`config.mk`:
```
export PLATFORM = sky130hd
export DESIGN_NAME = gpio_evt_bank
export DESIGN_NICKNAME = d
export VERILOG_FILES = /design/src/rtl/gpio_evt_pkg.sv /design/src/rtl/gpio_evt_sync.sv /design/src/rtl/gpio_evt_detect.sv /design/src/rtl/gpio_evt_regs.sv /design/src/rtl/gpio_evt_bank.sv
export SDC_FILE = /design/constraint.sdc
export NUM_CORES = 1
export LEC_CHECK = 0
export BUFFER_PORTS_ARGS = -buffer_cell sky130_fd_sc_hd__buf_2
export CAP_MARGIN = 20
export CORE_MARGIN = 2
export CORE_UTILIZATION = 25
export DETAILED_ROUTE_END_ITERATION = 12
export SYNTH_ARGS = -nofsm -noshare
export SYNTH_HDL_FRONTEND = slang
export SYNTH_HIERARCHICAL = 1
export SYNTH_SLANG_ARGS = --single-unit
```
`constraint.sdc`:
```
create_clock -name clk -period 2.3 [get_ports clk]
set_clock_uncertainty 0.15 [all_clocks]
set_input_delay 0.575 -clock clk [delete_from_list [all_inputs] [get_ports clk]]
set_output_delay 0.575 -clock clk [all_outputs]
set_load 0.02 [all_outputs]
```
`src/rtl/gpio_evt_pkg.sv`:
```
package gpio_evt_pkg;
   localparam int unsigned BUS_W = 32;
   localparam int unsigned SEL_W = 3;

   typedef enum logic [SEL_W-1:0] {
      SEL_VALUE  = 3'd0,
      SEL_DIR    = 3'd1,
      SEL_ENABLE = 3'd2,
      SEL_POL    = 3'd3,
      SEL_LEVEL  = 3'd4,
      SEL_DUAL   = 3'd5,
      SEL_STATUS = 3'd6,
      SEL_LATCH  = 3'd7
   } reg_sel_e;
endpackage

```
`src/rtl/gpio_evt_sync.sv`:
```
module gpio_evt_sync #(
   parameter int unsigned W      = 32,
   parameter int unsigned STAGES = 2
) (
   input  logic         clk,
   input  logic         rst_n,
   input  logic [W-1:0] din,
   output logic [W-1:0] dout
);
   logic [W-1:0] stage_q [STAGES];

   always_ff @(posedge clk or negedge rst_n) begin
      if (!rst_n) begin
         for (int i = 0; i < int'(STAGES); i++) stage_q[i] <= '0;
      end else begin
         stage_q[0] <= din;
         for (int i = 1; i < int'(STAGES); i++) stage_q[i] <= stage_q[i-1];
      end
   end

   assign dout = stage_q[STAGES-1];
endmodule

```
`src/rtl/gpio_evt_detect.sv`:
```
module gpio_evt_detect #(
   parameter int unsigned W = 32
) (
   input  logic         clk,
   input  logic         rst_n,
   input  logic [W-1:0] sample,
   input  logic [W-1:0] pol,
   input  logic [W-1:0] level,
   input  logic [W-1:0] dual,
   output logic [W-1:0] evt
);
   logic [W-1:0] prev_q;

   always_ff @(posedge clk or negedge rst_n) begin
      if (!rst_n) prev_q <= '0;
      else        prev_q <= sample;
   end

   for (genvar b = 0; b < int'(W); b++) begin : g_line
      logic rise, fall, edge_hit, level_hit;
      always_comb begin
         rise      = sample[b] & ~prev_q[b];
         fall      = ~sample[b] & prev_q[b];
         edge_hit  = dual[b] ? (rise | fall) : (pol[b] ? rise : fall);
         level_hit = (sample[b] == pol[b]);
         evt[b]    = level[b] ? level_hit : edge_hit;
      end
   end
endmodule

```
`src/rtl/gpio_evt_regs.sv`:
```
module gpio_evt_regs
   import gpio_evt_pkg::*;
#(
   parameter int unsigned W  = 32,
   parameter int unsigned IW = 3
) (
   input  logic             clk,
   input  logic             rst_n,
   input  logic             wen,
   input  logic [IW-1:0]    word_idx,
   input  logic [BUS_W-1:0] wdata,
   input  logic [W-1:0]     sync_in,
   input  logic [W-1:0]     evt,
   output logic [BUS_W-1:0] rdata,
   output logic [W-1:0]     latch_q,
   output logic [W-1:0]     dir_q,
   output logic [W-1:0]     en_q,
   output logic [W-1:0]     pol_q,
   output logic [W-1:0]     level_q,
   output logic [W-1:0]     dual_q,
   output logic [W-1:0]     status_q
);
   localparam int unsigned HI_W = IW - SEL_W;

   logic     in_range;
   reg_sel_e sel;
   logic     wr_hit;
   logic [W-1:0] wbits, clr_mask;

   if (HI_W > 0) begin : g_hi_dec
      assign in_range = (word_idx[IW-1:SEL_W] == '0);
   end else begin : g_no_hi
      assign in_range = 1'b1;
   end

   assign sel      = reg_sel_e'(word_idx[SEL_W-1:0]);
   assign wr_hit   = wen & in_range;
   assign wbits    = wdata[W-1:0];
   assign clr_mask = (wr_hit && sel == SEL_STATUS) ? wbits : '0;

   always_ff @(posedge clk or negedge rst_n) begin
      if (!rst_n) begin
         latch_q  <= '0;
         dir_q    <= '0;
         en_q     <= '0;
         pol_q    <= '0;
         level_q  <= '0;
         dual_q   <= '0;
         status_q <= '0;
      end else begin
         if (wr_hit) begin
            case (sel)
               SEL_VALUE:  latch_q <= wbits;
               SEL_DIR:    dir_q   <= wbits;
               SEL_ENABLE: en_q    <= wbits;
               SEL_POL:    pol_q   <= wbits;
               SEL_LEVEL:  level_q <= wbits;
               SEL_DUAL:   dual_q  <= wbits;
               default:    ;
            endcase
         end
         status_q <= (status_q & ~clr_mask) | evt;
      end
   end

   always_comb begin
      rdata = '0;
      if (in_range) begin
         case (sel)
            SEL_VALUE:  rdata[W-1:0] = sync_in;
            SEL_DIR:    rdata[W-1:0] = dir_q;
            SEL_ENABLE: rdata[W-1:0] = en_q;
            SEL_POL:    rdata[W-1:0] = pol_q;
            SEL_LEVEL:  rdata[W-1:0] = level_q;
            SEL_DUAL:   rdata[W-1:0] = dual_q;
            SEL_STATUS: rdata[W-1:0] = status_q;
            SEL_LATCH:  rdata[W-1:0] = latch_q;
            default:    rdata = '0;
         endcase
      end
   end
endmodule

```
`src/rtl/gpio_evt_bank.sv`:
```
module gpio_evt_bank
   import gpio_evt_pkg::*;
#(
   parameter int unsigned NLINES      = 32,
   parameter int unsigned AW          = 5,
   parameter int unsigned SYNC_STAGES = 2
) (
   input  logic              clk,
   input  logic              rst_n,
   input  logic              reg_wen,
   input  logic [AW-1:0]     reg_addr,
   input  logic [BUS_W-1:0]  reg_wdata,
   output logic [BUS_W-1:0]  reg_rdata,
   input  logic [NLINES-1:0] pins_in,
   output logic [NLINES-1:0] pins_out,
   output logic [NLINES-1:0] pins_oe,
   output logic              irq
);
   localparam int unsigned IW = AW - 2;

   if (NLINES < 1 || NLINES > BUS_W) begin : g_bad_lines
      $error("gpio_evt_bank: NLINES must be 1..32");
   end
   if (AW < 5) begin : g_bad_aw
      $error("gpio_evt_bank: AW must be at least 5");
   end
   if (SYNC_STAGES < 2) begin : g_bad_sync
      $error("gpio_evt_bank: SYNC_STAGES must be at least 2");
   end

   logic [NLINES-1:0] sync_v, evt_v;
   logic [NLINES-1:0] latch_v, dir_v, en_v, pol_v, level_v, dual_v, status_v;

   gpio_evt_sync #(.W(NLINES), .STAGES(SYNC_STAGES)) u_sync (
      .clk  (clk),
      .rst_n(rst_n),
      .din  (pins_in),
      .dout (sync_v)
   );

   gpio_evt_detect #(.W(NLINES)) u_detect (
      .clk   (clk),
      .rst_n (rst_n),
      .sample(sync_v),
      .pol   (pol_v),
      .level (level_v),
      .dual  (dual_v),
      .evt   (evt_v)
   );

   gpio_evt_regs #(.W(NLINES), .IW(IW)) u_regs (
      .clk     (clk),
      .rst_n   (rst_n),
      .wen     (reg_wen),
      .word_idx(reg_addr[AW-1:2]),
      .wdata   (reg_wdata),
      .sync_in (sync_v),
      .evt     (evt_v),
      .rdata   (reg_rdata),
      .latch_q (latch_v),
      .dir_q   (dir_v),
      .en_q    (en_v),
      .pol_q   (pol_v),
      .level_q (level_v),
      .dual_q  (dual_v),
      .status_q(status_v)
   );

   assign pins_out = latch_v;
   assign pins_oe  = dir_v;
   assign irq      = |(status_v & en_v);
endmodule

```
==> metrics.csv, run 1 <==
metric,value,unit
setup ws final,-0.560,ns
Period minus WS final,2.86,ns
Post-Syn Nets,1395,
post-synth top area share,51.1,%
mux cell area share after synthesis,22.7,%
largest family of logic cells by synthesized area,multiplexers,
Routed wire per std cell,19.7,µm
Max Cap Viol,0,
first-pass GRT wire length,71.8,mm
clk sinks,320,
# DRC,0,
"Arr. time, crit path",2.13,ns
worst skew pair latency,0.55,ns
XOR/XNOR share of the synthesized area,1.79,%
Via density,4.45,
H-tree depth,2,
FMAX,350,MHz
CTS buffer count,40,
number of synthesized flops with an enable pin,0,
failing checks,setup timing,
Placed Cells,2295,
placer congestion estimate,0.789,
CTS Buffer Depth,3,
num rows,91,
top post-synthesis cells by area,"dfrtp_1 (51%), mux2_2 (12%), mux2i_1 (5.6%)",
final setup fails,33,
Initial Util,25.3,%
die span in x,254,µm
"Async S/R FF share, synth",100,%
post-synthesis compound-gate area fraction,9.46,%
Final HPWL DP,32.6,mm
Root Buffer,clkbuf_16,
WP data required,1.57,ns
Worst setup EP type,primary output,
Area Growth Syn to Fin,37.1,%
HP Class,reg -> reg,
Slew Limit Fails,0,
port bufs,166,
status,"complete, but fails checks",
CTS tree,yes,
TritonRoute pass-1 iters,4,
Overflow after GRT,0,
# nets final,1689,
Post-DRT Antenna Nets,0,
share of post-route cells with drive strength above 1,42.9,%
syn_area_per_cell,12.4,µm²
I/O Pins,169,
largest area contributor in the netlist,dfrtp_1,
largest net degree at the start of global routing,74,
max_slew headroom,67.2,%
Initial DRC Count,584,
#FFs+latches synth,320,
unrepaired setup endpoints after global routing,yes,
Synth top cells by count,"dfrtp_1 (320), mux2_2 (160), nand2_1 (104)",
Netlist cell types,41,
Worst Path Max Fanout,3,
Layout Cells excl Fill,2421,
number of synthesis warnings,6,
cell area after synthesis,0.0157,mm²
via count,10800,
Worst setup SP type,flop,
GRT Overall Usage,14.8,%
sequential fraction of the synthesis area,51.1,%
pwr dens,853,mW/mm²
Static Leak,9.71,nW
Final Hold Fails,0,
ys flop type,dfrtp_1,
Peak supply drop,0.000501,V
Post-Syn Instances,1259,
DIE HEIGHT,254,µm
vias in the first global route,11600,
core area,0.0618,mm²
adder-cell area share of the yosys netlist,5.11,%
Die Area,0.0647,mm²
worst slew pin tran,0.492,ns
overall power,18.3,mW
simple-gate share of the synthesized area,3.88,%
fin crit share,124,%
initial antenna violation count,1,
top-count cell post-synth,dfrtp_1,
Total Wirelength,47.8,mm
critical path class,reg -> out,
Worst-path clk slew,0.06,ns
## worst paths after layout
kind                                                   start                       endpoint  slack, ns  cells after the start
worst max-delay path              u_regs/en_q[3]$_DFFE_PN0P_                            irq      -0.56                      4
worst min-delay path            u_sync/stage_q[62]$_DFF_PN0_      u_sync/dout[30]$_DFF_PN0_       0.19                      0
worst max register to register     u_sync/dout[12]$_DFF_PN0_  u_regs/status_q[12]$_DFF_PN0_       0.65                      6
worst min register to register  u_sync/stage_q[62]$_DFF_PN0_      u_sync/dout[30]$_DFF_PN0_       0.19                      0
max in group asynchronous                              rst_n  u_regs/status_q[26]$_DFF_PN0_       0.80                      3
min in group asynchronous                              rst_n   u_sync/stage_q[46]$_DFF_PN0_       0.40                      2
## logic make-up after synthesis
group	Yosys count
muxes	315
xor gates and xnor gates	32
DFF	320
adders and majority gates	64
and+or+nand+nor	136
AOI/OAI and AO/OA	213
buffers and inverters	179
## power breakdown
group | switching, mW | internal, mW | total [mW]
Sequential | 0.953 | 6.52 | 7.47
Combinational | 2.06 | 2.37 | 4.43
Clock | 2.51 | 3.91 | 6.42
Total | 5.52 | 12.8 | 18.3
## critical path: stages, from the launching register on
cell and delay, ns:
dfrtp_1 0.44, a22oi_1 0.22, nand4_1 0.15, or4_4 0.61
buf_6 0.16
## final cells by class
cell class,instances,area (µm²)
sequential,320,8020
tap,837,1050
clock buffer,56,1170
fill,6016,40300
antenna,1,2.50
inverter,88,330
clock inverter,16,178
multi-input combinational,760,7490
timing repair buffer,343,3230
## layout by cell type, fill, tap and decap left out, types with 8 or more instances in the layout
cell	netlist	final
mux2_4	30	34
inv_1	88	88
a21o_1	32	32
buf_6	8	64
a21oi_1	33	32
clkbuf_16	0	43
mux2_1	38	38
xnor2_1	32	32
buf_2	16	129
dfrtp_1	320	309
mux2i_2	0	10
clkbuf_8	0	9
o22a_4	0	22
a22oi_1	15	14
nand2_1	104	104
dlygate4sd3_1	0	33
dfrtp_2	0	11
buf_4	49	69
mux2i_1	87	68
o21ai_1	32	32
a221oi_4	0	10
mux2i_4	0	9
ha_1	64	64
o22ai_1	28	27
mux2_2	160	156
buf_12	0	35
a221oi_2	0	14
buf_16	0	8
## timing repair
item,4_1_cts,5_1_grt
hold buffers,33,0
setup endpoints to repair,33,33
gates cloned,8,2
endpoints found under the hold margin,67,0
resized for setup,154,62
buffers inserted,22,9
pin swaps,33,30
## stage by stage
step | hold slack [ns] | setup slack (ns) | TNS (ns) | instance area [µm²] | utilization (%)
after floorplan | 0.129 | -0.0420 | -0.619 | 16000 | -
after global placement | 0.183 | -0.418 | -33.88 | 18500 | 30.0
after detailed placement | 0.185 | -0.431 | -36.35 | 18500 | 30.0
after CTS | 0.151 | -0.682 | -9.08 | 21200 | 34.3
after global routing | 0.173 | -0.669 | -8.80 | 21500 | 34.7
final | 0.194 | -0.560 | -7.16 | 21500 | 34.7
## metal layers
| layer | vias to the layer above | routed length (µm) | track usage (%) |
|---|---|---|---|
| li1 | 5032 | - | - |
| met1 | 5485 | 21600 | 19.5 |
| met2 | 190 | 23000 | 24.4 |
| met3 | 76 | 1690 | 2.63 |
| met4 | 0 | 1390 | 5.16 |
| met5 | - | 0 | 0 |
No activity file was read; power rests on OpenSTA's default activity.
==> inputs of run 2 (changes only) <==
--- a/config.mk
+++ b/config.mk
@@ -10,7 +10,9 @@
 export CORE_MARGIN = 2
 export CORE_UTILIZATION = 25
 export DETAILED_ROUTE_END_ITERATION = 12
+export RECOVER_POWER = 25
 export SYNTH_ARGS = -nofsm -noshare
 export SYNTH_HDL_FRONTEND = slang
 export SYNTH_HIERARCHICAL = 1
 export SYNTH_SLANG_ARGS = --single-unit
+export TNS_END_PERCENT = 5
==> constraint.sdc (replaced) <==
create_clock -name clk -period 2.3 [get_ports clk]
set_clock_uncertainty 0.15 [all_clocks]
set_input_delay 0.23 -clock clk [delete_from_list [all_inputs] [get_ports clk]]
set_output_delay 0.23 -clock clk [all_outputs]
set_load 0.02 [all_outputs]
==> run 2 against run 1 <==
  * The run ends with capacitance limit, slew limit, setup timing left
  * Sequential share of layout area increased by 3.8 points
  * Non-clock buffer count decreased by 62
  * Flip-flop and latch count unchanged
  * Critical endpoint unchanged
  * Largest cell class unchanged
  * Largest power group unchanged
  * Highest routed layer is now met5
==> metrics.csv, run 2 (same netlist as run 1, synthesis figures left out) <==
metric,value,unit
status,"complete, but fails checks",
failing checks,"capacitance limit, slew limit, setup timing",
Final HPWL DP,31.2,mm
CP startpoint,u_regs/status_q[14]$_DFF_PN0_,
Layout Cell Area excl Fill,0.0194,mm²
Post-DP Area,0.0175,mm²
critical path class,reg -> out,
fin crit share,106,%
vias in the first global route,11100,
CTS tree,yes,
setup TNS,-0.148,ns
worst slew pin tran,1.74,ns
reg2reg start,u_sync/dout[4]$_DFF_PN0_,
share of post-route cells with drive strength above 1,31.9,%
Post-DRT Antenna Nets,0,
# DRC,0,
Worst-path clk slew,0.06,ns
placer congestion estimate,0.783,
Die Area,0.0647,mm²
die span in x,254,µm
Max Cap Viol,1,
hold slack,0.166,ns
I/O Pins,169,
Worst setup EP type,primary output,
"Arr. time, crit path",2.07,ns
first-pass GRT wire length,68.3,mm
hold-critical path depth,2,
Placed Cells,2221,
Layout Cells excl Fill,2354,
core area,0.0618,mm²
combinational share of power,21.2,%
Worst Setup EP,irq,
setup ws final,-0.148,ns
Worst Path Max Fanout,3,
DIE HEIGHT,254,µm
pwr dens,878,mW/mm²
Root Buffer,clkbuf_16,
final cell utilization of the core,31.4,%
Worst setup SP type,flop,
worst skew pair latency,0.55,ns
final setup fails,1,
Reg power frac,43.6,%
CTS Buffer Depth,3,
Fill cells,6106,
Static Leak,8.92,nW
Slew Limit Fails,59,
HP Class,in -> reg,
FMAX,409,MHz
unrepaired setup endpoints after global routing,yes,
# nets final,1625,
Overflow after GRT,0,
GRT Overall Usage,14.0,%
Clk pwr share,35.2,%
Period minus WS final,2.45,ns
R2R cell count,6,
largest net degree at the start of global routing,62,
CTS buffer count,38,
clk sinks,320,
overall power,17.1,mW
via count,10500,
Initial Util,25.3,%
initial antenna violation count,2,
WP data required,1.92,ns
port bufs,166,
"most common cell after layout, fill and taps aside",dfrtp_1,
Final Hold Fails,0,
num rows,91,
Sw Pwr,5.21,mW
Routed wire per std cell,19.1,µm
most frequent cells in the layout,"dfrtp_1 (320), mux2_2 (160), buf_2 (154), nand2_1 (104), inv_1 (88)",
worst r2r dst,u_regs/status_q[4]$_DFF_PN0_,
post-place setup slack,0.133,ns
Via density,4.47,
switching share of total power,30.5,%
TritonRoute pass-1 iters,4,
P_int,11.9,mW
Worst R2R Setup Slack,0.66,ns
Peak supply drop,0.000492,V
max_slew headroom,-15.7,%
Total Wirelength,44.9,mm
Initial DRC Count,541,
Area Growth Syn to Fin,24.1,%
H-tree depth,2,
[run 2: worst min path at each step]
stage | start | endpoint | slack, ns
global placement | rst_n | u_sync/dout[14]$_DFF_PN0_ | 0.08
detailed placement | rst_n | u_sync/stage_q[46]$_DFF_PN0_ | 0.09
global route | pins_in[26] | u_sync/stage_q[58]$_DFF_PN0_ | 0.16
CTS | rst_n | u_regs/status_q[14]$_DFF_PN0_ | 0.09
floorplan | rst_n | u_detect/prev_q[0]$_DFF_PN0_ | -0.22
finish | pins_in[18] | u_sync/stage_q[50]$_DFF_PN0_ | 0.17
[run 2: repair_timing]
action / in CTS / in global routing
hold endpoints to repair: 512 / 0
resized for setup: 8 / 3
pin swaps: 1 / 2
endpoints found under the setup margin: 2 / 4
setup buffers: 0 / 0
hold buffers: 65 / 0
[run 2: worst max-delay path, cell delays in order (launching register included)]
cell and delay, ns:
dfrtp_1 0.41, a22oi_2 0.24, nand4_1 0.20, or4_4 0.50, buf_6 0.16
[run 2: final cells by class]
class	instances	area [µm²]	area share, %
Multi-Input combinational cell	760	6780	34.9
Sequential cell	320	8010	41.2
Antenna cell	1	2.50	0.0129
Clock buffer	51	1090	5.61
Inverter	88	330	1.70
Tap cell	837	1050	5.39
Timing Repair Buffer	281	2030	10.5
Clock inverter	16	144	0.740
[run 2: power groups by stage]
stage / clock network (mW) / logic (mW) / registers (mW)
6_report: 6.00 / 3.63 / 7.44
5_1_grt: 6.43 / 3.98 / 7.58
4_1_cts: 6.22 / 3.67 / 7.44
3_5_place_dp: 0 / 3.55 / 7.53
3_3_place_gp: 0 / 3.48 / 7.47
2_1_floorplan: 0 / 2.17 / 7.51
[run 2: metal layers]
layer	up-vias	part of all wire, %	global-route usage (%)	routed length [µm]
met5	-	0.016	0	7
met4	2	2.3	3.87	1050
met3	68	6.4	3.98	2890
met2	223	46	22.5	20800
met1	5345	45	18.3	20100
li1	4893	-	-	-
==> inputs of run 3 (changes only) <==
--- a/config.mk
+++ b/config.mk
@@ -11,6 +11,7 @@
 export CORE_UTILIZATION = 25
 export DETAILED_ROUTE_END_ITERATION = 12
 export RECOVER_POWER = 25
+export REMOVE_ABC_BUFFERS = 1
 export SYNTH_ARGS = -nofsm -noshare
 export SYNTH_HDL_FRONTEND = slang
 export SYNTH_HIERARCHICAL = 1
==> constraint.sdc (replaced) <==
create_clock -name clk -period 2.6 [get_ports clk]
set_clock_uncertainty 0.15 [all_clocks]
set_input_delay 0.26 -clock clk [delete_from_list [all_inputs] [get_ports clk]]
set_output_delay 0.26 -clock clk [all_outputs]
set_load 0.02 [all_outputs]
==> run 3 against run 2 <==
  * The flow still finishes with violations (capacitance limit, slew limit, setup timing)
  * Via count down 0.29%
  * First-iteration DRC count up 15%
  * Flip-flop and latch count unchanged
  * Die area unchanged
  * Clock power down 6.7%
  * Cell area up 0.13%
  * Register-to-register slack better by 0.30 ns
  * Critical path type unchanged
  * Highest routed layer unchanged
==> metrics.csv, run 3 (same netlist as run 1, synthesis figures left out) <==
metric,value,unit
status,"complete, but fails checks",
failing checks,"capacitance limit, slew limit, setup timing",
Root Buffer,clkbuf_16,
initial antenna violation count,4,
"most common cell after layout, fill and taps aside",dfrtp_1,
CTS buffer count,40,
max_slew headroom,-22.6,%
CTS tree,yes,
worst skew pair latency,0.55,ns
Die Area,0.0647,mm²
CTS Buffer Depth,3,
pwr dens,786,mW/mm²
setup ws final,-0.0516,ns
final cell utilization of the core,31.5,%
FF+latch area,0.00801,mm²
unrepaired setup endpoints after global routing,yes,
vias in the first global route,11100,
Final Hold Fails,0,
Static Leak,8.93,nW
clk sinks,320,
Initial DRC Count,621,
TritonRoute pass-1 iters,5,
most frequent cells in the layout,"dfrtp_1 (320), buf_2 (162), mux2_2 (160), nand2_1 (103), inv_1 (88)",
placer congestion estimate,0.769,
"Arr. time, crit path",2.24,ns
Slew Limit Fails,61,
GRT Overall Usage,13.7,%
Total Wirelength,43.8,mm
die span in x,254,µm
Initial Util,25.3,%
Routed wire per std cell,18.6,µm
Max Cap Viol,1,
num rows,91,
WP data required,2.19,ns
first-pass GRT wire length,67.2,mm
# DRC,0,
Worst Path Max Fanout,2,
multi-input combinational cell area,0.00678,mm²
Overflow after GRT,0,
I/O Pins,169,
Peak supply drop,0.000357,V
Worst setup SP type,flop,
Fill cells,6224,
largest net degree at the start of global routing,81,
port bufs,166,
worst slew pin tran,1.84,ns
HP Class,in -> reg,
Final HPWL DP,28.7,mm
fin crit share,102,%
H-tree depth,2,
core area,0.0618,mm²
Area Growth Syn to Fin,24.2,%
FMAX,377,MHz
DIE HEIGHT,254,µm
Worst setup EP type,primary output,
share of post-route cells with drive strength above 1,31.5,%
critical path class,reg -> out,
Via density,4.47,
Layout Cell Area excl Fill,0.0195,mm²
Post-DP Area,0.0175,mm²
Worst R2R Setup Slack,0.96,ns
Post-DRT Antenna Nets,0,
# nets final,1616,
via count,10500,
setup TNS,-0.0516,ns
Worst-path clk slew,0.06,ns
overall power,15.3,mW
final setup fails,1,
Period minus WS final,2.65,ns
==> run 3: routing by layer <==
| metal | vias up | GRT usage [%] | part of all wire (%) |
|---|---|---|---|
| met5 | - | 0 | 0.085 |
| met3 | 66 | 3.86 | 6.2 |
| li1 | 4861 | - | - |
| met1 | 5363 | 17.6 | 44 |
| met4 | 6 | 3.61 | 2.1 |
| met2 | 204 | 22.4 | 47 |
==> run 3: power by group <==
part | internal [mW] | total [mW] | switching, mW
sequential | 5.76 | 6.53 | 0.762
combinational | 1.58 | 3.18 | 1.61
clock | 3.43 | 5.60 | 2.16
total | 10.8 | 15.3 | 4.53
==> run 3: metrics by stage <==
stage	setup slack [ns]	cells	hold slack, ns
6_report	-0.0516	2348	0.191
5_1_grt	-0.113	2348	0.168
4_1_cts	-0.118	2347	0.0943
3_5_place_dp	0.228	2208	0.116
3_3_place_gp	0.250	2208	0.111
2_1_floorplan	-0.293	1168	-0.186
==> run 3: worst paths after layout <==
kind,start,to,depth (start not counted)
setup / recovery,u_regs/en_q[5]$_DFFE_PN0P_,irq,4
hold / removal,pins_in[21],u_sync/stage_q[53]$_DFF_PN0_,2
setup reg to reg,u_sync/dout[0]$_DFF_PN0_,u_regs/status_q[0]$_DFF_PN0_,6
hold reg to reg,u_sync/stage_q[35]$_DFF_PN0_,u_sync/dout[3]$_DFF_PN0_,0
max in group asynchronous,rst_n,u_sync/stage_q[48]$_DFF_PN0_,3
min in group asynchronous,rst_n,u_regs/level_q[5]$_DFFE_PN0P_,2
==> run 3: layout make-up <==
| type | count | share of cell area [%] |
|---|---|---|
| diodes | 1 | 0.0129 |
| multi-input cells | 760 | 34.8 |
| clock buffers | 61 | 6.07 |
| flip-flops and latches | 320 | 41.1 |
| clock inverters | 11 | 0.746 |
| inverters | 88 | 1.70 |
| well taps | 837 | 5.38 |
| repair buffers | 270 | 10.1 |
==> run 3: critical path, stage by stage (launching register included) <==
cell and delay (ns):
dfrtp_1 0.38, a22oi_2 0.31, nand4_1 0.25, or4_4 0.59, buf_6 0.16
==> run 3: timing repair <==
| item | CTS | global route |
|---|---|---|
| endpoints found under the setup margin | 1 | 1 |
| pin swaps | 3 | 1 |
| hold buffers | 65 | 0 |
| resized for setup | 7 | 1 |
| hold endpoints to repair | 327 | 0 |
| buffers inserted | 2 | 0 |
